==> src/rtl/b2s_pkg.sv <==
package b2s_pkg;
  localparam int LANE_W = 9;
  typedef enum logic {RW_WRITE = 1'b0, RW_READ = 1'b1} rw_e;
endpackage

==> src/rtl/b2s_cmd_issue.sv <==
module b2s_cmd_issue
  import b2s_pkg::*;
#(
  parameter int ADDR_W = 20,
  parameter int RD_LAT = 2
) (
  input  logic              clk_i,
  input  logic              rst_ni,
  input  logic              valid_i,
  input  logic              we_i,
  input  logic [ADDR_W-1:0] addr_i,
  output logic              ready_o,
  output logic              fire_wr_o,
  output logic              fire_rd_o,
  output logic              ld_o,
  output logic              rw_o,
  output logic [ADDR_W-1:0] addr_o
);
  localparam int HOLD_N = (RD_LAT > 1) ? RD_LAT - 1 : 1;

  logic [HOLD_N-1:0] rd_hist;
  logic rd_block, fire;
  rw_e  rw_d;

  // a write whose late data would land on a pending read window waits
  assign rd_block  = (RD_LAT > 1) && (|rd_hist);
  assign ready_o   = !(we_i && rd_block);
  assign fire      = valid_i && ready_o;
  assign fire_wr_o = fire && we_i;
  assign fire_rd_o = fire && !we_i;
  assign rw_d      = we_i ? RW_WRITE : RW_READ;

  generate
    if (HOLD_N == 1) begin : g_hist_one
      always_ff @(posedge clk_i or negedge rst_ni)
        if (!rst_ni) rd_hist <= '0;
        else         rd_hist <= fire_rd_o;
    end else begin : g_hist_many
      always_ff @(posedge clk_i or negedge rst_ni)
        if (!rst_ni) rd_hist <= '0;
        else         rd_hist <= {rd_hist[HOLD_N-2:0], fire_rd_o};
    end
  endgenerate

  always_ff @(posedge clk_i or negedge rst_ni) begin
    if (!rst_ni) begin
      ld_o   <= 1'b0;
      rw_o   <= RW_READ;
      addr_o <= '0;
    end else begin
      ld_o <= fire;
      if (fire) begin
        rw_o   <= rw_d;
        addr_o <= addr_i;
      end else begin
        rw_o <= RW_READ;
      end
    end
  end
endmodule

==> src/rtl/b2s_wr_path.sv <==
module b2s_wr_path #(
  parameter int DATA_W = 18,
  parameter int LANES  = 2
) (
  input  logic                clk_i,
  input  logic                rst_ni,
  input  logic                fire_wr_i,
  input  logic [2*DATA_W-1:0] wdata_i,
  input  logic [2*LANES-1:0]  be_i,
  output logic                oe_o,
  output logic [2*DATA_W-1:0] dq_o,
  output logic [2*LANES-1:0]  bwe_o
);
  logic                s1_vld;
  logic [2*DATA_W-1:0] s1_data;
  logic [2*LANES-1:0]  s1_be;

  // stage 1 aligns with the command, stage 2 drives the port
  always_ff @(posedge clk_i or negedge rst_ni) begin
    if (!rst_ni) begin
      s1_vld  <= 1'b0;
      s1_data <= '0;
      s1_be   <= '0;
      oe_o    <= 1'b0;
      dq_o    <= '0;
      bwe_o   <= '0;
    end else begin
      s1_vld  <= fire_wr_i;
      s1_data <= fire_wr_i ? wdata_i : '0;
      s1_be   <= fire_wr_i ? be_i : '0;
      oe_o    <= s1_vld;
      dq_o    <= s1_vld ? s1_data : '0;
      bwe_o   <= s1_vld ? s1_be : '0;
    end
  end
endmodule

==> src/rtl/b2s_rd_capture.sv <==
module b2s_rd_capture #(
  parameter int DATA_W = 18,
  parameter int RD_LAT = 2
) (
  input  logic                clk_i,
  input  logic                rst_ni,
  input  logic                fire_rd_i,
  input  logic [2*DATA_W-1:0] dq_i,
  input  logic                echo_i,
  output logic                rsp_valid_o,
  output logic [2*DATA_W-1:0] rsp_rdata_o
);
  logic [RD_LAT:0] pend;
  logic            take;

  // pend[k] is set k edges after acceptance; tap RD_LAT is the bus window
  assign take = pend[RD_LAT] && echo_i;

  always_ff @(posedge clk_i or negedge rst_ni) begin
    if (!rst_ni) begin
      pend        <= '0;
      rsp_valid_o <= 1'b0;
      rsp_rdata_o <= '0;
    end else begin
      pend        <= {pend[RD_LAT-1:0], fire_rd_i};
      rsp_valid_o <= take;
      if (take) rsp_rdata_o <= dq_i;
    end
  end
endmodule

==> src/rtl/burst2_sram_ctrl.sv <==
module burst2_sram_ctrl
  import b2s_pkg::*;
#(
  parameter int DATA_W = 18,
  parameter int ADDR_W = 20,
  parameter int RD_LAT = 2,
  localparam int LANES = DATA_W / LANE_W
) (
  input  logic                clk_i,
  input  logic                rst_ni,
  input  logic                req_valid_i,
  output logic                req_ready_o,
  input  logic                req_we_i,
  input  logic [ADDR_W-1:0]   req_addr_i,
  input  logic [2*DATA_W-1:0] req_wdata_i,
  input  logic [2*LANES-1:0]  req_be_i,
  output logic                rsp_valid_o,
  output logic [2*DATA_W-1:0] rsp_rdata_o,
  output logic                mem_ld_o,
  output logic                mem_rw_o,
  output logic [ADDR_W-1:0]   mem_addr_o,
  output logic [2*LANES-1:0]  mem_bwe_o,
  output logic [2*DATA_W-1:0] mem_dq_o,
  output logic                mem_dq_oe_o,
  input  logic [2*DATA_W-1:0] mem_dq_i,
  input  logic                mem_echo_i
);
  logic fire_wr, fire_rd;

  b2s_cmd_issue #(.ADDR_W(ADDR_W), .RD_LAT(RD_LAT)) u_cmd (
    .clk_i, .rst_ni,
    .valid_i   (req_valid_i),
    .we_i      (req_we_i),
    .addr_i    (req_addr_i),
    .ready_o   (req_ready_o),
    .fire_wr_o (fire_wr),
    .fire_rd_o (fire_rd),
    .ld_o      (mem_ld_o),
    .rw_o      (mem_rw_o),
    .addr_o    (mem_addr_o)
  );

  b2s_wr_path #(.DATA_W(DATA_W), .LANES(LANES)) u_wr (
    .clk_i, .rst_ni,
    .fire_wr_i (fire_wr),
    .wdata_i   (req_wdata_i),
    .be_i      (req_be_i),
    .oe_o      (mem_dq_oe_o),
    .dq_o      (mem_dq_o),
    .bwe_o     (mem_bwe_o)
  );

  b2s_rd_capture #(.DATA_W(DATA_W), .RD_LAT(RD_LAT)) u_rd (
    .clk_i, .rst_ni,
    .fire_rd_i   (fire_rd),
    .dq_i        (mem_dq_i),
    .echo_i      (mem_echo_i),
    .rsp_valid_o (rsp_valid_o),
    .rsp_rdata_o (rsp_rdata_o)
  );
endmodule

==> config.mk <==
export PLATFORM = sky130hd
export DESIGN_NAME = burst2_sram_ctrl
export DESIGN_NICKNAME = d
export VERILOG_FILES = /design/src/rtl/b2s_pkg.sv /design/src/rtl/b2s_cmd_issue.sv /design/src/rtl/b2s_wr_path.sv /design/src/rtl/b2s_rd_capture.sv /design/src/rtl/burst2_sram_ctrl.sv
export SDC_FILE = /design/constraint.sdc
export NUM_CORES = 1
export LEC_CHECK = 0
export BUFFER_PORTS_ARGS = -buffer_cell sky130_fd_sc_hd__buf_2
export CORE_AREA = 3 3 88 124
export DETAILED_ROUTE_END_ITERATION = 10
export DIE_AREA = 0 0 91 127
export GPL_TIMING_DRIVEN = 0
export PLACE_DENSITY = 0.8
export SLEW_MARGIN = 20
export SYNTH_ARGS = -nofsm -noshare
export SYNTH_HDL_FRONTEND = slang
export SYNTH_SLANG_ARGS = --single-unit
==> constraint.sdc <==
create_clock -name clk_i -period 2.9 [get_ports clk_i]
set_input_delay 0.58 -clock clk_i [delete_from_list [all_inputs] [get_ports clk_i]]
set_output_delay 0.58 -clock clk_i [all_outputs]
set_load 0.01 [all_outputs]
==> impl_metrics.toml <==
[drt]
detailedRoute.firstIterationViolations = 133
via_total_after_detailed_routing = 3054
routed_wirelength_mm = 10.29
drc_errors = 0
detail_route.vias_per_cell = 4.565
drt-wirelength-per-cell_um = 15.38
route.antenna.remaining_nets = 0
drt_pre_antenna_iters = 3

[synth]
syn-mean-instance-area_um2 = 16.63
ys_seq_area_share_pct = 72.26
async_flop_share_pct = 100.0
ys.flop_type = "sky130_fd_sc_hd__dfrtp_1"
mappedNetlistArea_um2 = 4989
synth.distinct_cells = 15
synth_enable_flop_cells = 0
synth.yosys.warnings = 0
postSynthNetCount = 401
syn_inst = 300
synth_area_leader_cell = "sky130_fd_sc_hd__dfrtp_1"
netlist.area_leader.share_pct = 71.73
post-synth-top-count-cell = "sky130_fd_sc_hd__dfrtp_1"
synth_seq_cells = 144
synth.top_cells.by_area = "sky130_fd_sc_hd__dfrtp_1 (72%), sky130_fd_sc_hd__and2_1 (10%), sky130_fd_sc_hd__mux2_4 (8.7%), sky130_fd_sc_hd__mux2_2 (6.1%), sky130_fd_sc_hd__buf_6 (1.1%)"
post_synth_most_frequent_cells = "sky130_fd_sc_hd__dfrtp_1 (143), sky130_fd_sc_hd__and2_1 (80), sky130_fd_sc_hd__mux2_4 (29), sky130_fd_sc_hd__mux2_2 (27), sky130_fd_sc_hd__buf_6 (5)"

[sta]
layout_worst_path_cycle_share_pct = 55.82
timing_max_transition_violations_final = 0
timing.final.crit_period_ps = 1619
fmaxAchievable_mhz = 617.7
tightestPinTransition_ps = 610.6
final.setup_skew_ps = 6.549
rsz0062_at_grt = "false"
final.setup.tns_ps = 0
setup_viol = 0
hold_viol = 0
worst_slew_margin_rel_pct = 59.30

[critical_path]
worstPathCellList = "buf_2"
crit_slowest_cell = "sky130_fd_sc_hd__dfstp_2"
maximum_single_stage_delay_on_the_critical_path_ps = 510
worst_r2r_endpoint = "u_cmd.addr_o[14]"
critical_path_class = "register to primary output"
critPathTopFamily = "flip-flops"
worst_path_bufs_invs = 1
critical_path.endpoint_type = "primary output"
cp.required_ps = 2320
worst_setup_path_start_kind = "register"
crit_arrival_ps = 1040
reg_to_reg_slack_setup_ps = 1610
timing.reg2reg.worst_path_depth = 3
timing.critical_path.fanout_max = 1
r2r_start = "u_rd.pend[0]"

[clock_network]
count_of_instances_resized_after_the_clock_tree_is_built = 0
htreeDepth = 4
clk_latency_ps = 400
postCtsSetupRepairBufs = 0
cts.sink_count = 144
cts_buffer_depth = 2
cts.root.buffer_cell = "sky130_fd_sc_hd__clkbuf_16"
cts-hold-fix-buffers = 0
clk_pin_slew_worst_setup_hold_paths_ps = 60
clock_tree_from_tritoncts = "yes"
numCtsBuffers = 17

[cells_and_area]
num_antenna_cells = 0
design.final.nets = 622
areaGrowthSynthToFinish_pct = 35.84
finish.instance_area_um2 = 6777
final_layout_size_suffix_gt1_share_pct = 56.74

[pwr]
comb_power_share_pct = 11.8
sw_share_pct = 24.41
total_leakage_power_nw = 3.712
power.density_cell_area_nw_per_um2 = 721.1
p_seq_share_pct = 46.0
power_switching_mw = 1.193
cellInternalPower_mw = 3.694
vdd.ir_drop.worst_mv = 0.3896
share_clk_of_total_power_pct = 42.2

[placed_design]
detailed_place.area_um2 = 6201
total_half_perimeter_wirelength_after_legalization_and_detailed_placement_mm = 7.614
numPortBuffers = 201
rd_place_congestion = 0.7220

[global_routing]
antenna_found_initial = 0
grt_pass1_vias = 3375
globalRouteTotalUtil_pct = 18.90
grt_first_pass_wirelength_mm = 16.77
grt_start_max_net_pins = 85
grt_overflow_total = 0

[die]
ios = 202
core_um2 = 9899
die_height_um = 127
initial_utilization_pct = 50.39
rows = 43
chipWidth_um = 91
dieArea_um2 = 11560

[status]
status = "finished clean"

[hold_path]
min_path_type = "input port to async pin"

[job]
max_cap_violations = 0
[metrics by stage]
step / setup WS, ps / cells / total power, mW / hold WS [ps] / util, %
after floorplan: 1508 / 300 / 2.563 / 284.4 / -
after global placement: -523.1 / 636 / 2.829 / 337.9 / 62.26
after detailed placement: 1300 / 637 / 2.867 / 344.1 / 62.64
after CTS: 1258 / 669 / 4.949 / 172.1 / 68.45
after global routing: 1225 / 669 / 5.101 / 196.3 / 68.45
final: 1281 / 669 / 4.887 / 163.8 / 68.45
[metal layers]
| layer | global-route usage, % | wire, µm |
|---|---|---|
| met5 | 0 | 0 |
| met4 | 7.993 | 172 |
| met3 | 7.303 | 846 |
| met2 | 33.17 | 5562 |
| met1 | 20.26 | 3708 |
[area by class of cell]
| class | count | area (µm²) |
|---|---|---|
| sequential | 144 | 3605 |
| fill | 740 | 3123 |
| multi-input combinational | 141 | 1282 |
| timing repair buffer | 202 | 1044 |
| clock buffer | 17 | 425.4 |
| tap | 135 | 168.9 |
| clock inverter | 15 | 150.1 |
| buffer | 13 | 93.84 |
| inverter | 2 | 7.507 |
[flip-flops by register name, summed over array words and instances, names as in the netlist]
signal            flops
u_wr.dq_o            36
u_cmd.ld_o            1
u_cmd.addr_o         20
u_wr.bwe_o            4
u_wr.oe_o             1
u_rd.rsp_valid_o      1
u_rd.rsp_rdata_o     36
u_wr.s1_vld           1
u_rd.pend             3
u_wr.s1_data         36
u_cmd.rw_o            1
u_wr.s1_be            4
[worst max path at each step]
| stage | startpoint | end | slack, ps | cells past startpoint |
|---|---|---|---|---|
| detailed placement | req_we_i | u_cmd.addr_o[18] | 1300 | 4 |
| global route | u_rd.pend[0] | req_ready_o | 1220 | 2 |
| global placement | rst_ni | u_cmd.addr_o[13] | -520 | 1 |
| finish | u_cmd.rw_o | mem_rw_o | 1280 | 1 |
| floorplan | req_valid_i | u_cmd.addr_o[0] | 1510 | 3 |
| CTS | u_cmd.rw_o | mem_rw_o | 1260 | 1 |
[placed cells by master (no fill, tap or decap), drive strengths merged]
cell type,n
a21boi,1
and2,80
and3b,1
buf,208
bufinv,1
clkbuf,24
clkinv,5
clkinvlp,2
dfrtp,143
dfstp,1
inv,9
mux2,56
nand2,2
nor2b,1
[power by group through the flow]
stage / combinational, mW / clock [mW] / sequential, mW
final: 0.575 / 2.06 / 2.25
after global routing: 0.625 / 2.21 / 2.27
after global placement: 0.561 / 0 / 2.27
after detailed placement: 0.582 / 0 / 2.28
after CTS: 0.587 / 2.11 / 2.25
after floorplan: 0.218 / 0 / 2.34
[kinds of logic (layout without fill, tap and decap cells)]
family	Yosys count	count (layout)	share of synthesized area (%)
AOI/OAI and AO/OA	1	1	0.2257
buffers and inverters	15	249	2.031
DFF	144	144	72.26
muxes	56	56	14.82
and+or+nand+nor	84	84	10.66
Note: power is estimated with default switching activity, not from simulation.
